===== src/rtl/drv_pkg.sv =====
package drv_pkg;
  localparam int unsigned NUM_LEVELS = 3;
  localparam int unsigned LVL_LOW  = 0;
  localparam int unsigned LVL_MED  = 1;
  localparam int unsigned LVL_HIGH = 2;
  localparam logic [NUM_LEVELS-1:0] LOW_ONEHOT = 3'b001;
endpackage


===== src/rtl/drv_addr_decode.sv =====
module drv_addr_decode #(
  parameter int unsigned ADDR_W   = 12,
  parameter int unsigned BASE     = 32'h500,
  parameter int unsigned STRIDE   = 4
) (
  input  logic [ADDR_W-1:0]             addr_i,
  output logic [drv_pkg::NUM_LEVELS-1:0] hit_o
);
  for (genvar l = 0; l < drv_pkg::NUM_LEVELS; l++) begin : g_hit
    localparam int unsigned OFS = BASE + l * STRIDE;
    assign hit_o[l] = (addr_i == ADDR_W'(OFS));
  end
endmodule


===== src/rtl/drv_pad_cell.sv =====
module drv_pad_cell (
  input  logic                            clk,
  input  logic                            rst_n,
  input  logic                            wr_any_i,
  input  logic [drv_pkg::NUM_LEVELS-1:0]  lvl_hit_i,
  input  logic                            set_i,
  output logic [drv_pkg::NUM_LEVELS-1:0]  state_o
);
  import drv_pkg::*;

  logic take;
  assign take = wr_any_i && set_i;

  always_ff @(posedge clk) begin
    if (!rst_n)    state_o <= LOW_ONEHOT;
    else if (take) state_o <= lvl_hit_i;
  end


  state_onehot_chk: assert property (@(posedge clk) disable iff (!rst_n)
    $countones(state_o) == 1);


  low_set_chk: assert property (@(posedge clk) disable iff (!rst_n)
    (take && lvl_hit_i[LVL_LOW]) |=> (state_o == 3'b001));


  upper_set_chk: assert property (@(posedge clk) disable iff (!rst_n)
    (take && (lvl_hit_i[LVL_MED] || lvl_hit_i[LVL_HIGH])) |=> !state_o[LVL_LOW]);


  zero_hold_chk: assert property (@(posedge clk) disable iff (!rst_n)
    !take |=> $stable(state_o));
endmodule


===== src/rtl/drv_pipe.sv =====
module drv_pipe #(
  parameter int unsigned WIDTH  = 24,
  parameter int unsigned STAGES = 1,
  parameter logic [WIDTH-1:0] RST_VAL = '0
) (
  input  logic             clk,
  input  logic             rst_n,
  input  logic [WIDTH-1:0] d_i,
  output logic [WIDTH-1:0] q_o
);
  if (STAGES == 0) begin : g_bypass
    assign q_o = d_i;
  end else begin : g_regs
    logic [WIDTH-1:0] stg [STAGES];
    for (genvar s = 0; s < STAGES; s++) begin : g_stage
      always_ff @(posedge clk) begin
        if (!rst_n) stg[s] <= RST_VAL;
        else        stg[s] <= (s == 0) ? d_i : stg[(s == 0) ? 0 : s-1];
      end
    end
    assign q_o = stg[STAGES-1];
  end
endmodule


===== src/rtl/drive_select_bank.sv =====
module drive_select_bank #(
  parameter int unsigned NUM_PADS      = 8,
  parameter int unsigned ADDR_W        = 12,
  parameter int unsigned DATA_W        = 32,
  parameter int unsigned BASE_OFS      = 32'h500,
  parameter int unsigned REG_STRIDE    = 4,
  parameter int unsigned SETTLE_CYCLES = 2
) (
  input  logic                                  clk,
  input  logic                                  rst_n,
  input  logic [ADDR_W-1:0]                     bus_addr,
  input  logic                                  bus_we,
  input  logic [DATA_W-1:0]                     bus_wdata,
  output logic [DATA_W-1:0]                     bus_rdata,
  output logic [NUM_PADS*drv_pkg::NUM_LEVELS-1:0] pad_drive
);
  import drv_pkg::*;

  localparam int unsigned CODE_W     = NUM_PADS * NUM_LEVELS;
  localparam int unsigned PIPE_DEPTH = (SETTLE_CYCLES > 0) ? SETTLE_CYCLES - 1 : 0;
  localparam logic [CODE_W-1:0] RST_CODE = {NUM_PADS{LOW_ONEHOT}};

  logic [NUM_LEVELS-1:0] hit;
  logic                  wr_any;
  logic [NUM_PADS-1:0][NUM_LEVELS-1:0] pad_state;
  logic [NUM_PADS-1:0]   level_vec [NUM_LEVELS];

  drv_addr_decode #(.ADDR_W(ADDR_W), .BASE(BASE_OFS), .STRIDE(REG_STRIDE)) u_dec (
    .addr_i (bus_addr),
    .hit_o  (hit)
  );

  assign wr_any = bus_we && (|hit);

  for (genvar n = 0; n < NUM_PADS; n++) begin : g_pad
    drv_pad_cell u_cell (
      .clk       (clk),
      .rst_n     (rst_n),
      .wr_any_i  (wr_any),
      .lvl_hit_i (hit),
      .set_i     (bus_wdata[n]),
      .state_o   (pad_state[n])
    );
    for (genvar l = 0; l < NUM_LEVELS; l++) begin : g_lvl
      assign level_vec[l][n] = pad_state[n][l];
    end
  end

  always_comb begin
    bus_rdata = '0;
    for (int l = 0; l < NUM_LEVELS; l++) begin
      if (hit[l]) bus_rdata[NUM_PADS-1:0] = level_vec[l];
    end
  end

  drv_pipe #(.WIDTH(CODE_W), .STAGES(PIPE_DEPTH), .RST_VAL(RST_CODE)) u_pipe (
    .clk   (clk),
    .rst_n (rst_n),
    .d_i   (pad_state),
    .q_o   (pad_drive)
  );

  for (genvar n = 0; n < NUM_PADS; n++) begin : g_out_chk

    pad_out_onehot_chk: assert property (@(posedge clk) disable iff (!rst_n)
      $countones(pad_drive[n*NUM_LEVELS +: NUM_LEVELS]) == 1);
  end


  unmapped_write_chk: assert property (@(posedge clk) disable iff (!rst_n)
    (bus_we && !(|hit)) |=> $stable(pad_state));


  reserved_zero_chk: assert property (@(posedge clk) disable iff (!rst_n)
    bus_rdata[DATA_W-1:NUM_PADS] == '0);
endmodule


===== config.mk =====
export PLATFORM = sky130hd
export DESIGN_NAME = drive_select_bank
export DESIGN_NICKNAME = d
export VERILOG_FILES = /design/src/rtl/drv_pkg.sv /design/src/rtl/drv_addr_decode.sv /design/src/rtl/drv_pad_cell.sv /design/src/rtl/drv_pipe.sv /design/src/rtl/drive_select_bank.sv
export SDC_FILE = /design/constraint.sdc
export NUM_CORES = 1
export LEC_CHECK = 0
export CORE_ASPECT_RATIO = 1.4
export CORE_MARGIN = 8
export CORE_UTILIZATION = 44
export CTS_CLUSTER_SIZE = 16
export DETAILED_ROUTE_END_ITERATION = 10
export PLACE_DENSITY = 0.83
export SLEW_MARGIN = 20
export SYNTH_ARGS = -nofsm -noshare
export SYNTH_HDL_FRONTEND = slang
export SYNTH_SLANG_ARGS = --single-unit

===== constraint.sdc =====
create_clock -name clk -period 4.7 [get_ports clk]
set_input_delay 0.705 -clock clk [delete_from_list [all_inputs] [get_ports clk]]
set_output_delay 0.705 -clock clk [all_outputs]
set_load 0.1 [all_outputs]

* Word-level counts from Yosys, hierarchy flattened *
Memory sizes are Yosys's and may differ from the RTL's.
Cells that the tools add are included.

storage, ports and cells
  flip-flop bits (word level) = 24
  RAM bits = 24
  bits of input ports = 47
  output and inout port bits = 56
  logic and storage cells = 30
  memories = 1

operators by class
  eq/ne operators = 3
  mux-type cells = 7
  reductions and logical operators = 11

memory list
  name               words  bits a word  read ports  clocked after memory_dff  wr ports  RTL line        source
  u_pipe.g_regs.stg  1      24           1           0                         1         drv_pipe.sv:14  logic [WIDTH-1:0] stg [STAGES];

operator list
  operator                number
  $eq A12 B11 Y1 const B  3
  $mux W24                1
  $mux W8                 3
  $reduce_or A24 Y1       1
  $logic_and A1 B1 Y1     9
  $mux W1                 3
  $reduce_or A3 Y1        1

* Depth between registers and ports, before layout *
Gate-level depths: netlist of run 1.

  word-level depth = 4
  depth in mapped cells = 5
  mapped depth without buffers = 4

* Modules after synthesis *
Synthesis of run 1 repeated with hierarchy kept, for this count alone.

second synthesis, totals
  cells, all modules = 223
  area, all modules = 2147.1 µm²

modules (own cells, without submodules)
  module             times used  cells each  area each (µm²)  sequential area each (µm²)
  drv_pad_cell       8           13          127.6            60.1
  drv_pipe           1           50          645.6            480.5
  drive_select_bank  1           61          415.4            0.0
  drv_addr_decode    1           8           65.1             0.0

* Worst setup path after synthesis of run 1 *
No wires, ideal clock.

  kind = input-to-output
  start = input bus_addr[5]
  end = output bus_rdata[0]
  data arrival time = 3234 ps
  required time = 3995 ps
  setup slack = 761 ps
  stages on the path = 5
  path buffers = 2
  cells stage by stage = or4_4 buf_6 or3_1 clkbuf_1 nor2_1

between the ends
  cells in the longest elaborated chain, start to end = 4
  elaborated cells between the ends (all ways) = 6
  those cells by class = eq/ne: 3; mux: 3

ends and longest elaborated chain
  what                   RTL line                 source
  from (decl)            drive_select_bank.sv:11  input logic [ADDR_W-1:0] bus_addr,
  $eq A12 B11 Y1         drv_addr_decode.sv:11    assign hit_o[l] = (addr_i == ADDR_W'(OFS));
  $mux W8 (2 in series)  drive_select_bank.sv:52  if (hit[l]) bus_rdata[NUM_PADS-1:0] = level_vec[l];
  $mux W8 *              drive_select_bank.sv:52
  to (decl)              drive_select_bank.sv:14  output logic [DATA_W-1:0] bus_rdata,

Every way passes the cells marked *; elsewhere a longest branch is shown, timed or not.

* Worst setup path in the final report of run 1 *
  start = input bus_addr[5]
  end = output bus_rdata[7]

Same word-level chain as after synthesis.

==> results of run 1 <==
-- cell usage in the layout (no fill, tap or decap) --
cell	n
or3_1	1
or4_4	1
nor4b_4	1
nor4_4	7
buf_4	2
nand2_1	8
buf_12	8
clkbuf_1	1
or4_1	1
mux2i_1	32
or3b_2	8
clkdlybuf4s50_1	46
or2_2	1
nor2b_1	17
nor3_2	1
dfxtp_1	48
and2_1	16
a21bo_2	1
nand4bb_1	1
clkbuf_8	6
a21oi_1	8
clkinvlp_4	1
conb_1	24
nor4_2	2
nor2_1	16
nand2b_1	9
-- flip-flops by register name, indices dropped and copies added (netlist names) --
register / cells
u_pipe.g_regs.stg: 24
g_pad.u_cell.state_o: 24
-- power groups by stage --
| stage | logic (mW) | clock network (mW) | registers, mW |
|---|---|---|---|
| 2_1_floorplan | 0.130 | 0 | 0.416 |
| 3_3_place_gp | 0.137 | 0 | 0.416 |
| 3_5_place_dp | 0.138 | 0 | 0.416 |
| 4_1_cts | 0.139 | 0.255 | 0.406 |
| 5_1_grt | 0.145 | 0.274 | 0.406 |
| 6_report | 0.140 | 0.246 | 0.406 |
-- worst paths after layout --
path | to | slack (ns) | cells past startpoint
setup / recovery | bus_rdata[7] | 1.12 | 5
hold / removal | u_pipe.g_regs.stg[0][18]$_SDFF_PN1_ | 0.47 | 1
setup reg to reg | g_pad[7].u_cell.state_o[1]$_SDFFE_PN0P_ | 4.04 | 2
hold reg to reg | u_pipe.g_regs.stg[0][18]$_SDFF_PN1_ | 0.47 | 1
-- final cells by class --
| cell class | instances | share of cell area, % |
|---|---|---|
| multi-input combinational | 155 | 39.0 |
| clock buffer | 7 | 2.97 |
| clock inverter | 1 | 0.258 |
| tap | 66 | 2.84 |
| timing repair buffer | 56 | 21.9 |
| sequential | 48 | 33.1 |
-- metrics by stage --
step	cell area, um2	instances	hold WS (ns)	total power [mW]	setup WS (ns)
floorplan	2330	239	0.432	0.546	0.761
global placement	2810	325	0.446	0.553	1.13
detailed placement	2810	325	0.451	0.554	1.10
CTS	2910	333	0.483	0.800	1.10
global route	2910	333	0.505	0.825	1.02
finish	2910	333	0.474	0.792	1.12
-- cell families (layout without fill, tap and decap cells) --
logic type / Yosys count / in the layout / synth area share [%]
AO/OA/AOI/OAI: 9 / 9 / 2.23
buffers and inverters: 36 / 64 / 10.5
multiplexers: 32 / 32 / 14.3
flip-flops: 48 / 48 / 42.8
other: 1 / 24 / 0.167
AND/OR/NAND/NOR: 90 / 90 / 30.0
-- worst max-delay path, cell delays in order --
cell	delay, ns
clkdlybuf4s50_1	0.40
or4_4	0.70
or3_1	0.57
nor2_1	0.27
buf_12	0.21
-- routing by layer --
layer,vias up,track usage [%],wire length [um]
met5,-,0,0
met3,6,3.57,272
li1,769,-,-
met1,717,13.9,2040
met4,0,5.79,90
met2,47,21.8,2460
==> run metrics, run 1 <==
status=finished, final reports clean; asr flop ratio synth=0%; first-pass GRT wire length=between 7 and 8 mm; Primary FF master, synth=dfxtp_1; Final period util=about three quarters; Worst setup EP type=primary output; initial core utilization=44.5%; number of port buffers=54; CTS Root Cell=clkbuf_8; YS warnings=0; Leakage=about 1.1 nW; P&R area growth vs syn=29.6%; routed length per instance=about 15 um; Ports=103; Comb power frac=17.6%; Clk pwr share=just over 30%; TritonRoute pass-1 iters=4; CTS resizes=0; P_int=554 uW; ANT cells=0; CTS max path bufs=2; clock slew at reported path FFs=0.08 ns; register area=961 um2; Power Dens Cells=273 nW/um2; sequential element share of the synthesized area=42.8%; RSZ-0062 raised after global routing=false; worst-path fanout max=12; Area contributors post-synth=dfxtp_1 (43%), mux2i_1 (14%), buf_4 (8.0%), nor4_4 (6.6%), nor2b_1 (4.7%); endpoints failing setup=0; chip height=100 um; grt ovf=0; Clock H-tree levels=2; MaxCap Viol Count=0; vias per std cell=approximately 4.6; Iter 0 DRT Violations=58; share of post-route cells with drive strength above 1=14.6%; class of the worst hold path=reg -> reg; area of the multi-input gates=about 1100 um2; All-Layer GR Usage=12.6%; synthesized area=2240 um2; FMAX=279 MHz; worst-margin pin slew=0.991 ns; fin. max-slew vios=0; #FFs+latches synth=48; Critical Path Source=bus_addr[5]; post-route ant nets=0; total CTS buffers=5; Switch Pwr=~240 uW; Hold Path Origin=g_pad[6].u_cell.state_o[0]$_SDFFE_PN1P_; die width=~76 um; Layout Utilization=57.6%; num rows=31; final net count=313; worst ir drop on vdd=0.122 mV; Cell variety after synth=25; FILL cells=444; switching share of power=30.1%; Post-synth EDFFs=0; Final Hold Fails=0; worst path required time=3.99 ns; vias in the first global route=between 1,500 and 2,000; Synth top area share=between 40% and 50%; Worst Path Arrival=2.87 ns; total core area=5040 um2; GPL Wtd Cong=0.777; CP Launch Type=input port; top-count cell post-synth=dfxtp_1; skew final=0.00192 ns; crit path time final=roughly 3.6 ns; Die ar.=about 7700 um2; hold_buf cts=0; Post-DP HPWL=3.59 mm; largest net degree at the start of global routing=49; Post-Syn Area per Cell=10.4 um2; area leader, netlist=dfxtp_1; Total Wirelength=4.86 mm; TritonCTS clock tree=done; Max-slew headroom=between 30 and 40%; setup_tns=0 ns; total setup buffers inserted after CTS=0; # clock sinks=48; sequential share of power=about half; initial antenna violation count=0; Mapped Cells=216; via count=1,539; worst skew pair latency=0.29 ns; CP Class=in -> out; Synth top cells by count=dfxtp_1 (48), mux2i_1 (32), buf_4 (24); drt drc=0; reg2reg start=g_pad[7].u_cell.state_o[1]$_SDFFE_PN0P_
(Power assumes the default switching activity.)
==> inputs of run 2 (changes only) <==
--- a/config.mk
+++ b/config.mk
@@ -7,10 +7,10 @@
 export LEC_CHECK = 0
 export CORE_ASPECT_RATIO = 1.4
 export CORE_MARGIN = 8
-export CORE_UTILIZATION = 44
+export CORE_UTILIZATION = 37
 export CTS_CLUSTER_SIZE = 16
 export DETAILED_ROUTE_END_ITERATION = 10
-export PLACE_DENSITY = 0.83
+export PLACE_DENSITY = 0.74
 export SLEW_MARGIN = 20
 export SYNTH_ARGS = -nofsm -noshare
 export SYNTH_HDL_FRONTEND = slang
==> constraint.sdc (replaced) <==
create_clock -name clk -period 2.95 [get_ports clk]
set_input_delay 0.4425 -clock clk [delete_from_list [all_inputs] [get_ports clk]]
set_output_delay 0.4425 -clock clk [all_outputs]
set_load 0.1 [all_outputs]
==> run 2 against run 1 <==
Global-route usage is 1.2 points lower. Combinational power is 63% higher. Via count rose by 2.5%. Register-to-register slack lost 1.7 ns. Clock skew about the same. Die area rose by 15%. Final cell count is 3.9% higher. Final area grew 2.4%. Utilization shrank 6.9 points. Critical endpoint is now bus_rdata[5]. Highest routed layer unchanged.
==> run metrics, run 2 (synthesized netlist as in run 1, its figures left out) <==
Hold Path Origin=g_pad[0].u_cell.state_o[0]$_SDFFE_PN1P_ (was g_pad[6].u_cell.state_o[0]$_SDFFE_PN1P_); All-Layer GR Usage=11.4% (was 12.6%); initial antenna violation count=0 (unchanged); reg2reg start=g_pad[7].u_cell.state_o[1]$_SDFFE_PN0P_ (unchanged); worst-path fanout max=8 (was 12); clock slew at reported path FFs=0.08 ns (about the same); hold path depth=1 (unchanged); first-pass GRT wire length=7.77 mm (was 7.79 mm); CTS Root Cell=clkbuf_8 (unchanged); Final Hold Fails=0 (unchanged); total CTS buffers=5 (unchanged); routed length per instance=14.3 um (was 14.6 um); Max-slew headroom=59.4% (was 33.7%); RSZ-0062 raised after global routing=false (unchanged); R2R setup slack=2.30 ns (was 4.04 ns); CTS max path bufs=2 (unchanged); chip height=108 um (was 100 um); endpoints failing setup=0 (unchanged); non-filler instance count after layout=346 (was 333); depth of the worst register-to-register path=2 (unchanged); via count=1,578 (was 1,539); FMAX=between 300 and 400 MHz; GPL Wtd Cong=0.777 (about the same); ANT cells=0 (unchanged); drt drc=0 (unchanged); initial core utilization=38.3% (was 44.5%); Cell Count Post-Placement=338 (was 325); status=finished, final reports clean (unchanged); CP Class=in -> out (unchanged); most common cell after layout, fill and taps aside=dfxtp_1 (unchanged); worst skew pair latency=0.29 ns (about the same); largest net degree at the start of global routing=49 (unchanged); Worst setup EP type=primary output (unchanged); grt ovf=0 (unchanged); Power Dens Cells=463 nW/um2 (was 273 nW/um2); vias per std cell=4.56 (was 4.62); share of post-route cells with drive strength above 1=29.7% (was 14.6%); num rows=33 (was 31); hold_buf cts=0 (unchanged); Post-DP HPWL=3.66 mm (was 3.59 mm); Iter 0 DRT Violations=86 (was 58); post-route ant nets=0 (unchanged); Leakage=1.16 nW (was 1.06 nW); Worst Path Arrival=2.26 ns (was 2.87 ns); skew final=0.00185 ns (was 0.00192 ns); worst ir drop on vdd=0.221 mV (was 0.122 mV); largest registers=g_pad.u_cell.state_o x24, u_pipe.g_regs.stg x24 (unchanged); Die ar.=8850 um2 (was 7670 um2); fin. max-slew vios=0 (unchanged); die width=81.8 um (was 76.4 um); CTS resizes=0 (unchanged); total setup buffers inserted after CTS=0 (unchanged); Clock H-tree levels=2 (unchanged); TritonCTS clock tree=done (unchanged); class of the worst hold path=reg -> reg (unchanged); Layout Utilization=50.8% (was 57.6%); # clock sinks=48 (unchanged); TritonRoute pass-1 iters=4 (unchanged); worst path required time=2.51 ns (was 3.99 ns); Ports=103 (unchanged); Final period util=91.6%; CP Launch Type=input port (unchanged); vias in the first global route=1,609 (was 1,607); number of port buffers=54 (unchanged); P&R area growth vs syn=32.7% (was 29.6%); crit path time final=2.70 ns; RR Endpoint=g_pad[7].u_cell.state_o[1]$_SDFFE_PN0P_ (unchanged); commonest non-fill, non-tap cells in the layout=dfxtp_1 (48), buf_4 (35), mux2i_1 (32) (was dfxtp_1 (48), clkdlybuf4s50_1 (46), mux2i_1 (32)); final net count=322 (was 313); total core area=5860 um2 (was 5040 um2); Hold EP=u_pipe.g_regs.stg[0][0]$_SDFF_PN1_ (was u_pipe.g_regs.stg[0][18]$_SDFF_PN1_); MaxCap Viol Count=0 (unchanged); final hold slack=0.471 ns (was 0.474 ns); worst-margin pin slew=0.606 ns (was 0.991 ns); Total Wirelength=4.95 mm (was 4.86 mm); FILL cells=560 (was 444)
-- run 2: cell count changes in the layout (fill, tap and decap cells not counted) --
cell,previous run,this run
buf_4,2,35
clkdlybuf4s50_1,46,22
nor2_1,16,8
nor2_2,0,8
bufinv_16,0,1
clkbuf_1,1,0
clkbuf_8,6,7
clkinvlp_4,1,0
or3_1,1,0
or3_4,0,1
-- run 2: final cells by class --
cell class	count	area, um2	share of cell area (%)
Clock inverter	1	30.0	1.01
Tap cell	70	87.6	2.94
Clock buffer	7	96.3	3.24
Multi-Input combinational cell	155	1160	38.9
Sequential cell	48	961	32.3
Timing Repair Buffer	65	643	21.6
-- run 2: power breakdown --
group | internal, mW | total, mW | switching (mW)
logic | 0.0499 | 0.228 | 0.179
registers | 0.647 | 0.647 | 0.0000274
clock network | 0.299 | 0.502 | 0.204
total | 0.996 | 1.38 | 0.382
-- run 2: stage by stage --
stage | power (mW) | worst slack, ns | cell area [um2] | TNS, ns
floorplan | 0.870 | -0.0942 | 2350 | -0.754
finish | 1.38 | 0.248 | 2980 | 0
detailed placement | 0.889 | 0.0775 | 2850 | 0
CTS | 1.40 | 0.0636 | 2970 | 0
global placement | 0.888 | 0.0685 | 2850 | 0
global route | 1.43 | 0.187 | 2980 | 0
-- run 2: routing by layer --
metal  up-vias  GRT usage (%)  share of wire, %
li1        788              -                 -
met1       730           13.6                44
met2        54           17.6                47
met3         6           2.99               6.9
met4         0           7.05               2.4
met5         -              0                 0
-- run 2: critical path, stage by stage --
cell and delay, ns:
clkdlybuf4s50_1 0.40, or4_4 0.54, or3_4 0.48, nor2_2 0.20
buf_12 0.19
-- run 2: how the worst max path moves through the flow --
stage | startpoint | endpoint | slack [ns] | depth (start not counted)
after global routing | bus_addr[5] | bus_rdata[5] | 0.19 | 5
after floorplan | bus_addr[5] | bus_rdata[0] | -0.09 | 5
after global placement | bus_addr[5] | bus_rdata[5] | 0.07 | 5
after CTS | bus_addr[5] | bus_rdata[5] | 0.06 | 5
after detailed placement | bus_addr[5] | bus_rdata[3] | 0.08 | 5
final | bus_addr[5] | bus_rdata[5] | 0.25 | 5
==> inputs of run 3 (changes only) <==
--- a/config.mk
+++ b/config.mk
@@ -8,7 +8,7 @@
 export CORE_ASPECT_RATIO = 1.4
 export CORE_MARGIN = 8
 export CORE_UTILIZATION = 37
-export CTS_CLUSTER_SIZE = 16
+export CTS_CLUSTER_SIZE = 40
 export DETAILED_ROUTE_END_ITERATION = 10
 export PLACE_DENSITY = 0.74
 export SLEW_MARGIN = 20
==> results of run 3 <==
Same layout as run 2: the final DEF is identical, and so are final timing and power.
